<file path="config.mk">
export PLATFORM = sky130hd
export DESIGN_NAME = excl_monitor
export DESIGN_NICKNAME = d
export VERILOG_FILES = /design/src/rtl/excl_pkg.sv /design/src/rtl/excl_gran_match.sv /design/src/rtl/excl_resv_reg.sv /design/src/rtl/excl_monitor.sv
export SDC_FILE = /design/constraint.sdc
export NUM_CORES = 1
export LEC_CHECK = 0
export ABC_CLOCK_PERIOD_IN_PS = 3300
export BUFFER_PORTS_ARGS = -buffer_cell sky130_fd_sc_hd__buf_2
export CAP_MARGIN = 30
export CORE_ASPECT_RATIO = 0.75
export CORE_MARGIN = 5
export CORE_UTILIZATION = 47
export CTS_BUF_LIST = sky130_fd_sc_hd__clkbuf_8
export DETAILED_ROUTE_END_ITERATION = 16
export GPL_TIMING_DRIVEN = 0
export PLACE_DENSITY_LB_ADDON = 0.15
export REMOVE_ABC_BUFFERS = 1
export SYNTH_ARGS = -nofsm -noshare
export SYNTH_HDL_FRONTEND = slang
export SYNTH_HIERARCHICAL = 1
export SYNTH_SLANG_ARGS = --single-unit
</file>
<file path="constraint.sdc">
create_clock -name clk_i -period 3.3 [get_ports clk_i]
set_clock_uncertainty 0.15 [all_clocks]
set_input_delay 0.66 -clock clk_i [delete_from_list [all_inputs] [get_ports clk_i]]
set_output_delay 0.66 -clock clk_i [all_outputs]
set_load 0.02 [all_outputs]
</file>
<file path="src/rtl/excl_pkg.sv">
package excl_pkg;
  typedef enum logic [1:0] {
    OP_STORE = 2'd0,
    OP_LDEX  = 2'd1,
    OP_STEX  = 2'd2,
    OP_CLREX = 2'd3
  } excl_op_e;
endpackage

</file>
<file path="src/rtl/excl_gran_match.sv">
module excl_gran_match #(
  parameter int ADDR_W    = 32,
  parameter int GRAN_LG   = 6,
  parameter int SNP_PORTS = 2
) (
  input  logic [ADDR_W-1:0]           resv_base_i,
  input  logic [SNP_PORTS-1:0]        snp_valid_i,
  input  logic [SNP_PORTS*ADDR_W-1:0] snp_addr_i,
  output logic                        hit_o
);
  localparam logic [ADDR_W-1:0] GRAN_MASK = ~((ADDR_W'(1) << GRAN_LG) - ADDR_W'(1));

  logic [SNP_PORTS-1:0] port_hit;

  for (genvar k = 0; k < SNP_PORTS; k++) begin : g_port
    assign port_hit[k] = snp_valid_i[k] &&
                         ((snp_addr_i[k*ADDR_W +: ADDR_W] & GRAN_MASK) == resv_base_i);
  end

  assign hit_o = |port_hit;
endmodule

</file>
<file path="src/rtl/excl_resv_reg.sv">
module excl_resv_reg #(
  parameter int ADDR_W = 32
) (
  input  logic              clk_i,
  input  logic              rst_ni,
  input  logic              set_i,
  input  logic [ADDR_W-1:0] set_base_i,
  input  logic              kill_i,
  output logic              vld_o,
  output logic [ADDR_W-1:0] base_o
);
  always_ff @(posedge clk_i or negedge rst_ni) begin
    if (!rst_ni) begin
      vld_o  <= 1'b0;
      base_o <= '0;
    end else if (set_i) begin
      vld_o  <= 1'b1;
      base_o <= set_base_i;
    end else if (kill_i) begin
      vld_o  <= 1'b0;
    end
  end
endmodule

</file>
<file path="src/rtl/excl_monitor.sv">
module excl_monitor
  import excl_pkg::*;
#(
  parameter int ADDR_W    = 32,
  parameter int GRAN_LG   = 6,
  parameter int SNP_PORTS = 2,
  parameter int STATUS_W  = 32
) (
  input  logic                        clk_i,
  input  logic                        rst_ni,
  input  logic                        req_valid_i,
  input  logic [1:0]                  req_op_i,
  input  logic [ADDR_W-1:0]           req_addr_i,
  input  logic [SNP_PORTS-1:0]        snp_valid_i,
  input  logic [SNP_PORTS*ADDR_W-1:0] snp_addr_i,
  input  logic                        evt_i,
  output logic                        mem_we_o,
  output logic                        sc_done_o,
  output logic [STATUS_W-1:0]         sc_status_o
);
  localparam logic [ADDR_W-1:0] GRAN_MASK = ~((ADDR_W'(1) << GRAN_LG) - ADDR_W'(1));

  excl_op_e          op;
  logic              is_st, is_ld, is_sc, is_clr;
  logic [ADDR_W-1:0] req_base, resv_base;
  logic              resv_vld, snp_hit, sc_ok, kill;

  assign op     = excl_op_e'(req_op_i);
  assign is_st  = req_valid_i && (op == OP_STORE);
  assign is_ld  = req_valid_i && (op == OP_LDEX);
  assign is_sc  = req_valid_i && (op == OP_STEX);
  assign is_clr = req_valid_i && (op == OP_CLREX);

  assign req_base = req_addr_i & GRAN_MASK;

  excl_gran_match #(
    .ADDR_W(ADDR_W), .GRAN_LG(GRAN_LG), .SNP_PORTS(SNP_PORTS)
  ) u_match (
    .resv_base_i (resv_base),
    .snp_valid_i (snp_valid_i),
    .snp_addr_i  (snp_addr_i),
    .hit_o       (snp_hit)
  );

  // snoops and events are ordered ahead of the store-exclusive
  assign sc_ok = is_sc && resv_vld && (req_base == resv_base) && !snp_hit && !evt_i;
  assign kill  = is_sc || is_clr || evt_i || (resv_vld && snp_hit);

  excl_resv_reg #(.ADDR_W(ADDR_W)) u_resv (
    .clk_i      (clk_i),
    .rst_ni     (rst_ni),
    .set_i      (is_ld),
    .set_base_i (req_base),
    .kill_i     (kill),
    .vld_o      (resv_vld),
    .base_o     (resv_base)
  );

  assign mem_we_o    = is_st || sc_ok;
  assign sc_done_o   = is_sc;
  assign sc_status_o = {{(STATUS_W-1){1'b0}}, is_sc && !sc_ok};
endmodule

</file>
# Word-level counts from Yosys, hierarchy flattened
# Index checks and enable logic that the tools add are counted.
[op_classes]
mux = 2
eq_ne = 6
n_reduce_logical = 22
[op_table]
columns = ["operator", "count"]
rows = [
  ["$eq A26 B26 Y1", 3],
  ["$logic_and A1 B1 Y1", 12],
  ["$eq A2 B2 Y1 const B", 2],
  ["$logic_or A1 B1 Y1", 4],
  ["$logic_not A1 Y1", 3],
  ["$eq A2 B1 Y1 const B", 1],
  ["$logic_not A2 Y1", 1],
  ["$mux W1", 2],
  ["$reduce_bool A2 Y1", 1],
  ["$reduce_or A2 Y1", 1],
]
[word_totals]
regBits = 27
out_inout_bits = 34

# Depth between registers and ports, before layout
# Gate-level depths: netlist of the first run.
[logic_depth]
ltp_word = 8
mapped_depth = 8
ltp_nobuf = 8

# By module
# The synthesis of the first run kept the hierarchy.
[modules_own_cells]
columns = ["module", "area_each_um2", "n_inst", "cells_each"]
rows = [
  ["excl_resv_reg", 1377.6, 1, 71],
  ["excl_monitor", 599.3, 1, 77],
  ["excl_gran_match", 594.3, 1, 74],
]

# Least setup slack after synthesis of the first run
# OpenSTA, ideal clock, no wires.
[synth_timing]
path_kind = "input to output"
startpoint = "input snp_addr_i[23]"
endpoint = "output mem_we_o"
required_time_ns = 2.490
setup_slack_ns = 0.278
stages = 8
t_arrival_ns = 2.212
cell_sequence = "xnor2_1 nand4_1 or4_1 o22ai_1 nor4_1 nand3b_1 or4_4 o22ai_1"
[synth_via]
elab_chain_len = 7
[synth_rtl]
columns = ["element", "line_no", "rtl"]
rows = [
  ["from (decl)", "excl_monitor.sv:15", "input logic [SNP_PORTS*ADDR_W-1:0] snp_addr_i,"],
  ["$eq A26 B26 Y1", "excl_gran_match.sv:17", "((snp_addr_i[k*ADDR_W +: ADDR_W] & GRAN_MASK) == resv_base_i);"],
  ["$logic_and A1 B1 Y1", "excl_gran_match.sv:16", "assign port_hit[k] = snp_valid_i[k] &&"],
  ["$reduce_or A2 Y1", "excl_gran_match.sv:20", "assign hit_o = |port_hit;"],
  ["named net snp_hit", "excl_monitor.sv:26", "logic resv_vld, snp_hit, sc_ok, kill;"],
  ["$logic_not A1 Y1", "excl_monitor.sv:46", "assign sc_ok = is_sc && resv_vld && (req_base == resv_base) && !snp_hit && !evt_i;"],
  ["$logic_and A1 B1 Y1 (2 in a row)", "excl_monitor.sv:46", ""],
  ["$logic_or A1 B1 Y1", "excl_monitor.sv:59", "assign mem_we_o = is_st || sc_ok;"],
  ["to (decl)", "excl_monitor.sv:17", "output logic mem_we_o,"],
]
# The timed path passes the listed nets, and every way through them passes these cells.

# Worst setup path after layout of the first run
[layout_timing]
startpoint = "input snp_addr_i[27]"
endpoint = "output sc_status_o[0]"
[layout_via]
elab_chain_len = 8
[layout_rtl]
columns = ["element", "line_no", "rtl"]
rows = [
  ["$eq A26 B26 Y1", "excl_gran_match.sv:17", ""],
  ["$logic_and A1 B1 Y1", "excl_gran_match.sv:16", ""],
  ["$reduce_or A2 Y1", "excl_gran_match.sv:20", ""],
  ["named net snp_hit", "excl_monitor.sv:26", ""],
  ["$logic_not A1 Y1", "excl_monitor.sv:46", ""],
  ["$logic_and A1 B1 Y1 (2 in a row)", "excl_monitor.sv:46", ""],
  ["$logic_not A1 Y1", "excl_monitor.sv:61", "assign sc_status_o = {{(STATUS_W-1){1'b0}}, is_sc && !sc_ok};"],
  ["$logic_and A1 B1 Y1", "excl_monitor.sv:61", ""],
  ["to (decl)", "excl_monitor.sv:19", "output logic [STATUS_W-1:0] sc_status_o"],
]
# The timed path passes the listed nets, and every way through them passes these cells.

==> out/results.ini, run 1 <==
[sta]
grt_setup_unrepaired=yes
setup_violations=0
relSlewSlack_pct=46.1
slew_viol_final=0
worst_pin_slew_ns=0.806
fmax_mhz=308
setup_ws_ns=0.0525
hold_viol_final=0
min_period_over_period_pct=98.4
worst_hold_slack_ns=0.304
min_period_ns=3.25

[logic_synthesis]
synthCells=222
synth_most_common_cell=xor2_1
syn_area_um2=2570
ys_types=26
netlist.area_leader.share_pct=32.1
synth_area_leader_cell=dfrtp_1
synth.avg_cell_area_um2=11.6
synth_top_flop_cell=dfrtp_1
ys_top_cells_by_count=xor2_1 (46), dfrtp_1 (33), buf_4 (31), xnor2_1 (31), mux2_4 (29)
netlist_top_cells_area=dfrtp_1 (32%), mux2_4 (17%), xor2_1 (16%)
ys_async_sr_fraction_pct=100
ys_warn_count=6
synth-edff-count=0
ys_seq_elements=33
ys_seq_area_share_pct=32.1

[min_path]
min_path_type=input port to async pin

[floorplan]
die_y_um=74.1
start_util_pct=48.3
coreArea_um2=5320
fp.dieW_um=95.4
io_pins=138
num_rows=23
dieArea_um2=7070

[drt]
dr.pass1.iters=4
antenna_left=0
vias_per_cell=4.59
routedWlPerCell_um=15.2
drc=0
drt_iter0_markers=56
wirelength_um=5990
via_count=1813

[cells_and_area]
antenna-diode-count=0
multi_input_area_um2=1610
areaGrowthSynthToFinish_pct=20.1
fillers=487
drive_above_1_share_pct=43.4
final-seq-area_um2=830
layout.nets=423

[global_route]
grt_pass1_wl_um=8740
grt_pass1_vias=1782
antenna_found_initial=0
grt_usage_pct=16.6
grt_max_degree=34
grt_overflow=0

[placed_design]
dp_slack_ns=-0.140
port-buffer-count=88
gp_congestion=0.726
post-dp-hpwl_um=4800

[critical_path]
critPathLaunchType=input port
crit_path_end_kind=primary output
worstPathArrival_ns=2.44
worst-setup-path-type=input port to primary output
crit_fanout=2
crit_chain=buf_2 > xor2_2 > nor4_2 > nand4_1 > o22ai_2 > nor4_2 > nand3b_1 > or4_4 > o21a_1 > buf_2
critPathRequiredTime_ns=2.49
max_stage_delay_ns=0.43
critPathSlowestCell=nor4_2

[pwr]
power_leakage_nw=1.48
vdd_ir_drop_max_mv=0.201
power_density_nw_per_um2=436

[clock_network]
clock_sinks=33
htree_levels=2
numCtsBuffers=5
clk_path_buf_depth=2
hold_buffers=0
worst_skew_pair.late_latency_ns=0.28
clk_pin_slew_ns=0.07
clockRootBuffer=clkbuf_8
postCtsSetupRepairBufs=0
cts_tree=yes

[status]
status=finished, final reports clean

[job]
cap_violations=0

[logic make-up after synthesis]
kind of cell	after synthesis	synth area share [%]
other	1	0.146
buffers and inverters	37	12.1
and+or+nand+nor	36	9.05
muxes	32	18.2
xor gates and xnor gates	78	26.9
DFF	33	32.1
AOI/OAI and AO/OA	5	1.46
[report_power, final]
group          switching (mW)  internal, mW
Sequential              0.119         0.481
Combinational           0.191         0.269
Clock                   0.146         0.141
Total                   0.455         0.891
[metrics by stage]
stage	cells	utilization, %	TNS, ns	cell area, µm²	total power [mW]
global placement	386	55.2	-36.43	2940	1.05
CTS	395	57.8	0	3080	1.36
detailed placement	387	55.8	-0.243	2970	1.06
global route	395	58.0	-0.0286	3090	1.42
finish	395	58.0	0	3090	1.35
floorplan	223	-	-7.43	2400	0.909
[per-layer routing]
metal | track usage [%] | up-vias | routed length (µm)
li1 | - | 893 | -
met4 | 4.73 | 0 | 23
met3 | 5.36 | 2 | 689
met5 | 0 | - | 0
met1 | 23.9 | 828 | 2700
met2 | 24.0 | 90 | 2570
[worst max-delay path: cells and delay by family]
| family | cells | cell delay [ns] |
|---|---|---|
| AO/OA/AOI/OAI | 2 | 0.41 |
| XOR/XNOR | 1 | 0.17 |
| buffers and inverters | 2 | 0.27 |
| AND/OR/NAND/NOR | 5 | 0.92 |
[flip-flops by register name, indices dropped and copies added, names as in the netlist]
signal and flops:
u_resv/base_o 32, u_resv/vld_o 1
[layout make-up]
type                            count  share of cell area, %
Sequential cell                    33                   26.9
Multi-Input combinational cell    188                   52.1
Clock buffer                        5                   2.23
Tap cell                           75                   3.04
Clock inverter                      3                  0.365
Inverter                            2                  0.243
Timing Repair Buffer               89                   15.1
[layout by cell type, fill, tap and decap left out]
cell type  count
buf_2         88
or4_4          1
mux2_2         3
xnor2_1       30
xnor2_2        2
nor4_2         3
nor2_1         1
buf_16         1
xor2_2         1
mux2_4        29
nand3b_1       1
o22ai_1        1
nor3_1         3
a221o_1        1
or4_1          2
dfrtp_2        3
conb_1        37
nand4_1       12
xor2_1        45
nand2_1        1
dfrtp_1       30
nor2_4         1
o21a_1         1
nor4_1         9
inv_1          5
a21o_1         1
and3b_2        1
o22ai_2        1
clkbuf_8       5
nand2b_1       1
[timing repair]
item	4_1_cts	5_1_grt
endpoints found under the setup margin	2	1
gates resized for setup	4	4
pin swaps	1	2
cloned	0	0
[path summary, 6_finish.rpt]
kind / from / end / cells after the start / slack [ns]
min in group clk_i: u_resv/vld_o / u_resv/vld_o / 1 / 0.36
max in group asynchronous: rst_ni / u_resv/base_o[20] / 1 / 2.15
max: snp_addr_i[27] / sc_status_o[0] / 10 / 0.05
min reg2reg: u_resv/vld_o / u_resv/vld_o / 1 / 0.36
max reg2reg: u_resv/base_o[25] / u_resv/vld_o / 7 / 1.11
min: rst_ni / u_resv/base_o[7] / 1 / 0.30
No activity file was read; power rests on OpenSTA's default activity.
==> inputs of run 2 (changes only) <==
ABC_CLOCK_PERIOD_IN_PS = 2700   (was 3300)
CORE_UTILIZATION = 42   (was 47)
clock period = 2.7 ns   (was 3.3 ns; I/O delays follow)
==> out/results.ini, run 2 (synthesis gave the netlist of run 1 again) <==
[clock_network]
worst_skew_pair.late_latency_ns=0.28  ; about the same
htree_levels=2  ; unchanged
clock_sinks=33  ; unchanged
cts_tree=yes
clk_path_buf_depth=2  ; unchanged
hold_buffers=0  ; unchanged
clk_pin_slew_ns=0.07  ; about the same
numCtsBuffers=5  ; unchanged
clockRootBuffer=clkbuf_8

[global_route]
grt_pass1_vias=1876  ; +5.3%
grt_max_degree=34  ; unchanged
grt_overflow=0  ; unchanged
grt_usage_pct=15.3  ; -1.3 points
antenna_found_initial=0  ; unchanged
grt_pass1_wl_um=9260  ; +6.0%

[critical_path]
crit_fanout=4  ; +2
regToRegStartpoint=u_resv/base_o[12]
worstPathArrival_ns=2.30  ; -0.14 ns
cp_top_family=simple AND/OR/NAND/NOR gates
crit_path_end_kind=primary output
reg2reg_slack_ns=0.49  ; -0.62 ns
critPathLaunchType=flop
critPathSlowestCell=or4_4
reg2reg_to=u_resv/vld_o
crit_chain=xnor2_4 > nand4_1 > or4_1 > o22ai_2 > nor4_2 > nand3b_1 > or4_4 > o21a_1 > buf_6
critPathRequiredTime_ns=2.01  ; -0.48 ns
worst-setup-path-type=flop to primary output
worst-path-buf-inv=1  ; -1
r2r_cells=8  ; +1
max_stage_delay_ns=0.49  ; +0.06 ns

[cells_and_area]
largestRegisters=u_resv/base_o x32, u_resv/vld_o x1
final_cell_mix=buf_2 (86), xor2_1 (45), conb_1 (37)
drive_above_1_share_pct=46.4  ; +3.0 points
final-seq-area_um2=833  ; +0.45%
fillers=562  ; +15%
antenna-diode-count=0  ; unchanged
multi_input_area_um2=1640  ; +2.0%
top_register=u_resv/base_o
layout_commonest_cell=buf_2
largest_reg_flops=32  ; unchanged
areaGrowthSynthToFinish_pct=23.5
fin_area_um2=3170  ; +2.8%
layout.nets=427  ; +0.95%
instances_no_fill=401  ; +1.5%

[sta]
grt_setup_unrepaired=yes
setup_ws_ns=-0.288  ; -0.340 ns
min_period_ns=2.99
fmax_mhz=335
worst_hold_slack_ns=0.178  ; -0.126 ns
worst_pin_slew_ns=0.765  ; -0.0410 ns
setup_violations=2  ; +2
relSlewSlack_pct=49.0  ; +2.9 points
hold_viol_final=0  ; unchanged
slew_viol_final=0  ; unchanged
min_period_over_period_pct=111

[placed_design]
port-buffer-count=88  ; unchanged
post-dp-hpwl_um=4930  ; +2.6%
placed_area_um2=2980  ; +0.13%
dp_slack_ns=-0.501  ; -0.362 ns
place_inst=390  ; +0.78%
gp_congestion=0.778  ; +7.1%

[drt]
drc=0  ; unchanged
via_count=1808  ; -0.28%
antenna_left=0  ; unchanged
drt_iter0_markers=27  ; -52%
wirelength_um=6040  ; +0.84%
vias_per_cell=4.51  ; -1.8%
dr.pass1.iters=4  ; unchanged
routedWlPerCell_um=15.1  ; -0.67%

[floorplan]
fp.dieW_um=100  ; +5.2%
coreArea_um2=5890  ; +11%
start_util_pct=43.7  ; -4.6 points
dieArea_um2=7800  ; +10%
io_pins=138  ; unchanged
die_y_um=77.8  ; +5.0%
num_rows=24  ; +4.3%

[status]
violations=negative setup slack
status=complete, but fails checks

[pwr]
p_seq_share_pct=43.0  ; -1.6 points
power_leakage_nw=1.51  ; +1.8%
power_frac_comb_pct=35.1  ; +0.9 points
clkPwrFrac_pct=22.0  ; +0.7 points
switching_share_pct=33.1  ; -0.73 points
switchingPower_mw=0.562  ; +24%
power_density_nw_per_um2=536  ; +23%
cell_internal_pwr_mw=1.14  ; +28%
vdd_ir_drop_max_mv=0.266  ; +32%

[min_path]
min_path_type=input port to async pin

[job]
cap_violations=0  ; unchanged

==> run 2: final cells by class <==
class                           instances  area share, %
Inverter                                2          0.237
Clock inverter                          1          0.118
Timing Repair Buffer                   93           16.0
Multi-Input combinational cell        188           51.8
Clock buffer                            6           2.60
Sequential cell                        33           26.3
Tap cell                               78           3.07
==> run 2: how the worst max path moves through the flow <==
stage	start	endpoint	slack (ns)	cells past startpoint
3_3_place_gp	req_op_i[1]	u_resv/base_o[29]	-1.71	4
3_5_place_dp	snp_addr_i[57]	sc_status_o[0]	-0.50	10
2_1_floorplan	req_op_i[1]	u_resv/base_o[29]	-0.81	3
6_report	u_resv/base_o[25]	sc_status_o[0]	-0.29	9
5_1_grt	u_resv/base_o[25]	sc_status_o[0]	-0.39	9
4_1_cts	u_resv/base_o[25]	sc_status_o[0]	-0.42	9
==> run 2: per-layer routing <==
layer / GRT usage, % / part of all wire, % / vias to the layer above
met5: 0 / 0 / -
met4: 4.04 / 0.94 / 0
met3: 4.75 / 9.1 / 5
met2: 22.7 / 44 / 69
met1: 21.6 / 46 / 837
li1: - / - / 897
==> run 2: per-stage QoR <==
stage	power [mW]	TNS, ns	util (%)
after floorplan	1.11	-23.28	-
after global placement	1.28	-54.70	50.0
after detailed placement	1.29	-0.970	50.6
after CTS	1.69	-0.814	53.1
after global routing	1.80	-0.751	53.9
final	1.70	-0.545	53.9
==> run 2: power groups by stage <==
stage | Clock, mW | Combinational (mW) | Sequential [mW]
detailed placement | 0 | 0.557 | 0.734
CTS | 0.384 | 0.578 | 0.729
global placement | 0 | 0.552 | 0.731
floorplan | 0 | 0.408 | 0.704
global route | 0.405 | 0.648 | 0.751
finish | 0.373 | 0.596 | 0.730
==> run 2: what timing repair did <==
action                                  CTS  global route
endpoints found under the setup margin    2             2
buffers inserted                          2             2
pin swaps                                 6             5
gates resized for setup                  10             8
